<file path="src/rtl/evt_reg_pkg.sv">
package evt_reg_pkg;
  localparam int NUM_EVT  = 10;
  localparam int NUM_LINE = 3;
  localparam int REG_W    = 32;
  localparam int USB_EVT  = 2;
  localparam int AUD_STAT_BASE = 14;
  localparam int AUD_EN_BASE   = 22;
  localparam int USB_EN_BASE   = 8;

  typedef enum logic [1:0] {
    LINE_ADDR_ERR = 2'd0,
    LINE_DONE     = 2'd1,
    LINE_HALF     = 2'd2
  } line_e;

  // bit position of the status flag of an event
  function automatic int stat_bit(input int idx);
    return (idx < USB_EVT) ? idx : AUD_STAT_BASE + idx;
  endfunction

  // bit position of the enable flag of an event
  function automatic int en_bit(input int idx);
    return (idx < USB_EVT) ? USB_EN_BASE + idx : AUD_EN_BASE + idx;
  endfunction

  // category line an event is merged onto
  function automatic line_e evt_line(input int idx);
    if (idx == 1)       return LINE_ADDR_ERR;
    if (idx == 0)       return LINE_DONE;
    if ((idx % 2) == 0) return LINE_DONE;
    return LINE_HALF;
  endfunction
endpackage

</file>
<file path="src/rtl/evt_status_bank.sv">
module evt_status_bank #(
  parameter int N = 10
) (
  input  logic         clk,
  input  logic         rst_n,
  input  logic         wr_en,
  input  logic [N-1:0] stat_wd,
  input  logic [N-1:0] pulse,
  output logic [N-1:0] status
);
  logic [N-1:0] clr_evt;
  logic [N-1:0] set_evt;

  assign set_evt = pulse;
  assign clr_evt = wr_en ? ~stat_wd : '0;

  genvar g;
  generate
    for (g = 0; g < N; g++) begin : g_flag
      always_ff @(posedge clk) begin
        if (!rst_n)          status[g] <= 1'b0;
        else if (set_evt[g]) status[g] <= 1'b1;
        else if (clr_evt[g]) status[g] <= 1'b0;
      end
    end
  endgenerate
endmodule

</file>
<file path="src/rtl/evt_enable_bank.sv">
module evt_enable_bank #(
  parameter int N = 10
) (
  input  logic         clk,
  input  logic         rst_n,
  input  logic         wr_en,
  input  logic [N-1:0] en_wd,
  output logic [N-1:0] enable
);
  always_ff @(posedge clk) begin
    if (!rst_n)     enable <= '0;
    else if (wr_en) enable <= en_wd;
  end
endmodule

</file>
<file path="src/rtl/evt_line_merge.sv">
module evt_line_merge
  import evt_reg_pkg::*;
#(
  parameter int N = 10,
  parameter int L = 3
) (
  input  logic [N-1:0] status,
  input  logic [N-1:0] enable,
  output logic [L-1:0] irq
);
  logic [N-1:0] active;
  assign active = status & enable;

  genvar l;
  generate
    for (l = 0; l < L; l++) begin : g_line
      always_comb begin
        irq[l] = 1'b0;
        for (int i = 0; i < N; i++) begin
          if (int'(evt_line(i)) == l) irq[l] = irq[l] | active[i];
        end
      end
    end
  endgenerate
endmodule

</file>
<file path="src/rtl/dma_evt_irq_reg.sv">
module dma_evt_irq_reg
  import evt_reg_pkg::*;
(
  input  logic                clk,
  input  logic                rst_n,
  input  logic                wr_en,
  input  logic [REG_W-1:0]    wr_data,
  output logic [REG_W-1:0]    rd_data,
  input  logic [NUM_EVT-1:0]  evt_pulse,
  output logic [NUM_LINE-1:0] irq
);
  logic [NUM_EVT-1:0] stat_wd;
  logic [NUM_EVT-1:0] en_wd;
  logic [NUM_EVT-1:0] status;
  logic [NUM_EVT-1:0] enable;

  genvar g;
  generate
    for (g = 0; g < NUM_EVT; g++) begin : g_unpack
      assign stat_wd[g] = wr_data[stat_bit(g)];
      assign en_wd[g]   = wr_data[en_bit(g)];
    end
  endgenerate

  evt_status_bank #(.N(NUM_EVT)) u_stat (
    .clk(clk), .rst_n(rst_n), .wr_en(wr_en),
    .stat_wd(stat_wd), .pulse(evt_pulse), .status(status)
  );

  evt_enable_bank #(.N(NUM_EVT)) u_en (
    .clk(clk), .rst_n(rst_n), .wr_en(wr_en),
    .en_wd(en_wd), .enable(enable)
  );

  evt_line_merge #(.N(NUM_EVT), .L(NUM_LINE)) u_merge (
    .status(status), .enable(enable), .irq(irq)
  );

  always_comb begin
    rd_data = '0;
    for (int i = 0; i < NUM_EVT; i++) begin
      rd_data[stat_bit(i)] = status[i];
      rd_data[en_bit(i)]   = enable[i];
    end
  end
endmodule

</file>
<file path="config.mk">
export PLATFORM = sky130hd
export DESIGN_NAME = dma_evt_irq_reg
export DESIGN_NICKNAME = d
export VERILOG_FILES = /design/src/rtl/evt_reg_pkg.sv /design/src/rtl/evt_status_bank.sv /design/src/rtl/evt_enable_bank.sv /design/src/rtl/evt_line_merge.sv /design/src/rtl/dma_evt_irq_reg.sv
export SDC_FILE = /design/constraint.sdc
export NUM_CORES = 1
export LEC_CHECK = 0
export ABC_CLOCK_PERIOD_IN_PS = 1100
export BUFFER_PORTS_ARGS = -buffer_cell sky130_fd_sc_hd__buf_2
export CAP_MARGIN = 20
export CORE_MARGIN = 5
export CORE_UTILIZATION = 40
export CTS_CLUSTER_SIZE = 30
export DETAILED_ROUTE_END_ITERATION = 16
export GPL_TIMING_DRIVEN = 0
export HOLD_SLACK_MARGIN = 0.03
export PLACE_DENSITY = 0.95
export SKIP_CTS_REPAIR_TIMING = 1
export SLEW_MARGIN = 20
export SYNTH_ARGS = -nofsm -noshare
export SYNTH_HDL_FRONTEND = slang
export SYNTH_SLANG_ARGS = --single-unit
</file>
<file path="constraint.sdc">
create_clock -name clk -period 1.1 [get_ports clk]
set_clock_uncertainty 0.05 [all_clocks]
set_input_delay 0 -clock clk [delete_from_list [all_inputs] [get_ports clk]]
set_output_delay 0 -clock clk [all_outputs]
set_load 0.02 [all_outputs]
</file>
==> metrics, run 1 <==
status=finished, violations left; failing checks=hold timing, setup timing; first-pass GRT wire length=3820 um; met1 Usage GRT=0.162; DP Worst Slack=0.187 ns; Die W=between 50 and 60 um; number of remaining DRC errors=0; layer with the highest usage=met2; placed insts=around 190; Port-buffer cells=54; delay-heaviest family, CP=flip-flops; Root Driver=clkbuf_4; Via-to-Cell Ratio=approximately 4.5; Worst-path clk slew=approximately 0.11 ns; M3 GR Usage=0.0312; Final Non-Filler Cells=215; leakage=approximately 0.8 nW; worst r2r dst=u_stat.status[6]; Syn Inst Count=between 90 and 100; CTS max path bufs=2; Placer Congestion=0.754; proportion of layout cells with a drive suffix above 1=0.406; htree depth=1; routed vias=between 900 and 1000; Crit path buffers/inverters=1; global routing met2 resource utilization=0.263; via count of the first global-routing pass=851; CP peak stage delay=roughly 0.34 ns; Synth Area per Inst=9.76 sq um; total CTS buffers=3; Layout Nets=~230; DRT Pass-1 Iters=4; Cell variety after synth=14; initial antenna violation count=0; Final Max Tran Viols=0; RSZ-0062 raised after global routing=true; most common cell after layout, fill and taps aside=buf_2; Iter 0 DRT Violations=26; worst path cell trace=a222oi_1 -> nand2_1 -> buf_2; drt total wl=2820 um; Power Dens Cells=1080 nW/um^2; HP Start=wr_data[17]; Die H=57.9 um; Final ANT Viol Nets=0; CP arrival=1.20 ns; synth-to-layout area growth=68.9%; Ant. Diodes=0; post-synthesis register bit count=20; register-to-register path setup slack=0.38 ns; HPWL Detailed=1900 um; RR Startpoint=u_stat.status[6]; largest net degree at the start of global routing=12; WS Path Type=flip-flop to primary output; Critical Path Slowest Stage Cell=dfxtp_1; Syn. warnings=0; sequential area share after synthesis=0.437; CP Depth=3; GRT Total Usage=0.145; wire length per cell=13.1 um; Mapped Area=917 sq um; Comb pwr share=0.272; Net Sw Power=0.467 mW; Sum Neg Setup Slack=-0.149 ns; portion of total power attributed to the clock network=0.244; sw frac=0.279; Crit. End Element=primary output; worst skew pair latency=0.29 ns; min cycle time layout=1.25 ns; internal power=1.21 mW; die area=3350 sq um; Required @ worst endpoint=between 1 and 1.5 ns; max_cap viols=0; most frequent cells in the layout=buf_2, dlygate4sd3_1, nor2b_1; period utilisation layout=1.14; Seq pwr share=0.484; Hold EP=u_stat.status[3]; critical-path maximum fanout=3; min-delay worst type=input port to flip-flop; global route overflow=0; worst r2r path cells=2; hold path cells=4; final setup vio count=1; I/O pin total=80; Fill cells=168; num rows=17; TritonCTS clock tree=built; area of the core=2190 sq um; final worst slack=-0.149 ns; fmax=0.801 GHz; Critical Path Start Type=flip-flop; Min Hold Slack=-0.0107 ns; Final Hold Viols=3; Initial Util=0.419; worst vdd ir=approximately 0.67 mV; TritonCTS Sinks=20
[kinds of logic (layout without fill, tap and decap cells)]
| kind of cell | Yosys count | in the layout | share of synthesized area |
|---|---|---|---|
| mux | 10 | 10 | 0.109 |
| compound gates | 14 | 14 | 0.0900 |
| flops | 20 | 20 | 0.437 |
| buf+inv | 16 | 98 | 0.141 |
| simple gates | 33 | 33 | 0.220 |
| other cells | 1 | 12 | 0.00409 |
[power groups by stage]
| stage | logic [mW] | registers, mW | clock network (mW) |
|---|---|---|---|
| after floorplan | 0.194 | 0.878 | 0 |
| after global routing | 0.496 | 0.816 | 0.459 |
| after CTS | 0.386 | 0.806 | 0.427 |
| after detailed placement | 0.385 | 0.822 | 0 |
| final | 0.456 | 0.810 | 0.408 |
| after global placement | 0.376 | 0.819 | 0 |
[registers in the layout, summed over array words and instances, names as in the netlist]
register and count:
u_stat.status 10, u_en.enable 10
[cells in the mapped netlist (all sizes together)]
cell     n  area (sq um)
nand2    2          7.51
dfxtp   20           400
and2     1          6.26
a21oi   10          50.1
nand2b  10          62.6
buf     14           121
a22oi    3          22.5
conb     1          3.75
mux2i   10           100
a222oi   1          10.0
clkbuf   2          7.51
nor2b   20           125
[per-stage QoR]
stage	total power [mW]	instance area, sq um	hold WS (ns)	util
6_report	1.67	1550	-0.0107	0.707
5_1_grt	1.77	1550	0.0345	0.707
4_1_cts	1.62	1300	-0.121	0.593
3_5_place_dp	1.21	1260	0.186	0.577
3_3_place_gp	1.20	1260	0.176	0.577
2_1_floorplan	1.07	958	0.0885	-
[per-layer routing]
layer	wire [um]	vias up
met1	922	434
li1	-	474
met4	136	0
met3	230	12
met5	0	-
met2	1530	51
[worst max path at each step]
stage / startpoint / endpoint / slack, ns
2_1_floorplan: u_stat.status[8] / irq[1] / 0.16
3_3_place_gp: u_stat.status[8] / irq[1] / 0.19
3_5_place_dp: u_stat.status[8] / irq[1] / 0.19
4_1_cts: u_stat.status[8] / irq[1] / -0.16
5_1_grt: u_en.enable[8] / irq[1] / -0.29
6_report: u_stat.status[8] / irq[1] / -0.15
[tightest hold or removal path, stage by stage]
cell and delay, ns:
buf_2 0.07, nand2b_1 0.08, a21oi_1 0.06, nor2b_1 0.09
[final cells by class]
class                   count  area (sq um)  share of cell area
clock buffers               4          36.3              0.0234
repair buffers             78           510               0.330
multi-input cells          69           434               0.280
flip-flops and latches     20           404               0.261
well taps                  28          35.0              0.0226
plain buffers              16           129              0.0832
Note: power is estimated with default switching activity, not from simulation.
==> run 2, diff against run 1 <==
- CORE_UTILIZATION: 40 -> 41
- CTS_BUF_LIST: unset -> sky130_fd_sc_hd__clkbuf_2
==> metrics, run 2 (same netlist as run 1, synthesis figures left out) <==
worst vdd ir=0.904 mV; I/O pin total=80; Power Dens Cells=1130 nW/um^2; Die W=between 50 and 60 um; die area=3280 sq um; fmax=0.770 GHz; Via-to-Cell Ratio=4.52; WS Path Type=flip-flop to primary output; proportion of layout cells with a drive suffix above 1=0.408; Crit. Startpoint=u_en.enable[8]; min-delay worst type=input port to flip-flop; Worst-path clk slew=approximately 0.20 ns; synth-to-layout area growth=80.9%; worst r2r dst=u_stat.status[5]; area of the core=2170 sq um; most frequent cells in the layout=buf_2, dlygate4sd3_1, nor2b_1; RR Startpoint=u_stat.status[5]; failing checks=setup timing; worst skew pair latency=approximately 0.32 ns; Sum Neg Setup Slack=-0.253 ns; global route overflow=0; final setup vio count=2; Crit. End Element=primary output; Initial Util=0.423; TritonCTS Sinks=20; number of remaining DRC errors=0; most common cell after layout, fill and taps aside=buf_2; Critical Path Slowest Stage Cell=dfxtp_2; CP arrival=1.25 ns; first-pass GRT wire length=~3700 um; Final Non-Filler Cells=about 220; Finished Core Util=0.765; period utilisation layout=1.18; Final Max Tran Viols=0; Root Driver=clkbuf_2; worst path cell trace=a222oi_1 -> nand2_1 -> buf_2; CTS max path bufs=2; drt total wl=3290 um; CP endpoint=irq[1]; RSZ-0062 raised after global routing=true; initial antenna violation count=0; Layout Nets=242; final worst slack=-0.199 ns; Port-buffer cells=54; status=finished, violations left; placed insts=~190; num rows=17; total CTS buffers=3; top flop regs=u_en.enable x10, u_stat.status x10; GRT Total Usage=0.139; Placer Congestion=0.754; Die H=about 57 um; CP peak stage delay=0.37 ns; Power Total=1.87 mW; wire length per cell=roughly 15 um; leakage=around 0.85 nW; Critical Path Start Type=flip-flop; max_cap viols=0; htree depth=1; register-to-register path setup slack=slightly above 0.3 ns; min cycle time layout=around 1.3 ns; Final Hold Viols=0; Final ANT Viol Nets=0; Iter 0 DRT Violations=26; TritonCTS clock tree=built; Required @ worst endpoint=about 1.1 ns; largest net degree at the start of global routing=13; via count of the first global-routing pass=883; routed vias=1013; DRT Pass-1 Iters=4; critical-path maximum fanout=3; worst r2r path cells=3; Ant. Diodes=0
run 2: where the power goes:
group / total, mW / internal [mW] / switching (mW) / leakage [nW]
logic: 0.499 / 0.259 / 0.241 / 0.654
clock network: 0.555 / 0.314 / 0.242 / 0.0266
registers: 0.815 / 0.776 / 0.0395 / 0.168
total: 1.87 / 1.35 / 0.522 / 0.849
run 2: final cells by class:
cell class | count | area [sq um]
multi-input combinational | 69 | 439
sequential | 20 | 407
timing repair buffer | 87 | 604
buffer | 16 | 129
fill | 159 | 510
tap | 28 | 35.0
clock inverter | 1 | 30.0
clock buffer | 3 | 15.0
run 2: worst min path at each step:
stage / to / from / slack [ns] / cells after the start
final: u_stat.status[5] / evt_pulse[5] / 0.38 / 4
after floorplan: u_stat.status[0] / evt_pulse[0] / 0.09 / 2
after global routing: u_stat.status[9] / evt_pulse[9] / 0.39 / 4
after CTS: u_stat.status[5] / evt_pulse[5] / -0.16 / 3
after detailed placement: u_stat.status[5] / evt_pulse[5] / 0.19 / 3
after global placement: u_stat.status[5] / evt_pulse[5] / 0.17 / 3
run 2: worst max-delay path, delay by kind of cell, from the launching register on:
kind / cells / cell delay [ns]
DFF: 1 / 0.37
AOI/OAI and AO/OA: 1 / 0.32
buffers and inverters: 1 / 0.16
and+or+nand+nor: 1 / 0.08
run 2: per-layer routing:
layer | wire length, um | GRT usage | vias to the layer above
met2 | 1860 | 0.290 | 52
met5 | 0 | 0 | -
li1 | - | - | 491
met4 | 140 | 0.0662 | 0
met3 | 202 | 0.00905 | 10
met1 | 1090 | 0.133 | 460
run 2: per-stage QoR:
step / cell area (sq um) / hold slack (ns) / worst slack (ns)
after global routing: 1660 / 0.389 / -0.285
after detailed placement: 1260 / 0.187 / 0.185
after floorplan: 958 / 0.0885 / 0.157
after global placement: 1260 / 0.174 / 0.185
final: 1660 / 0.377 / -0.199
after CTS: 1310 / -0.165 / -0.206
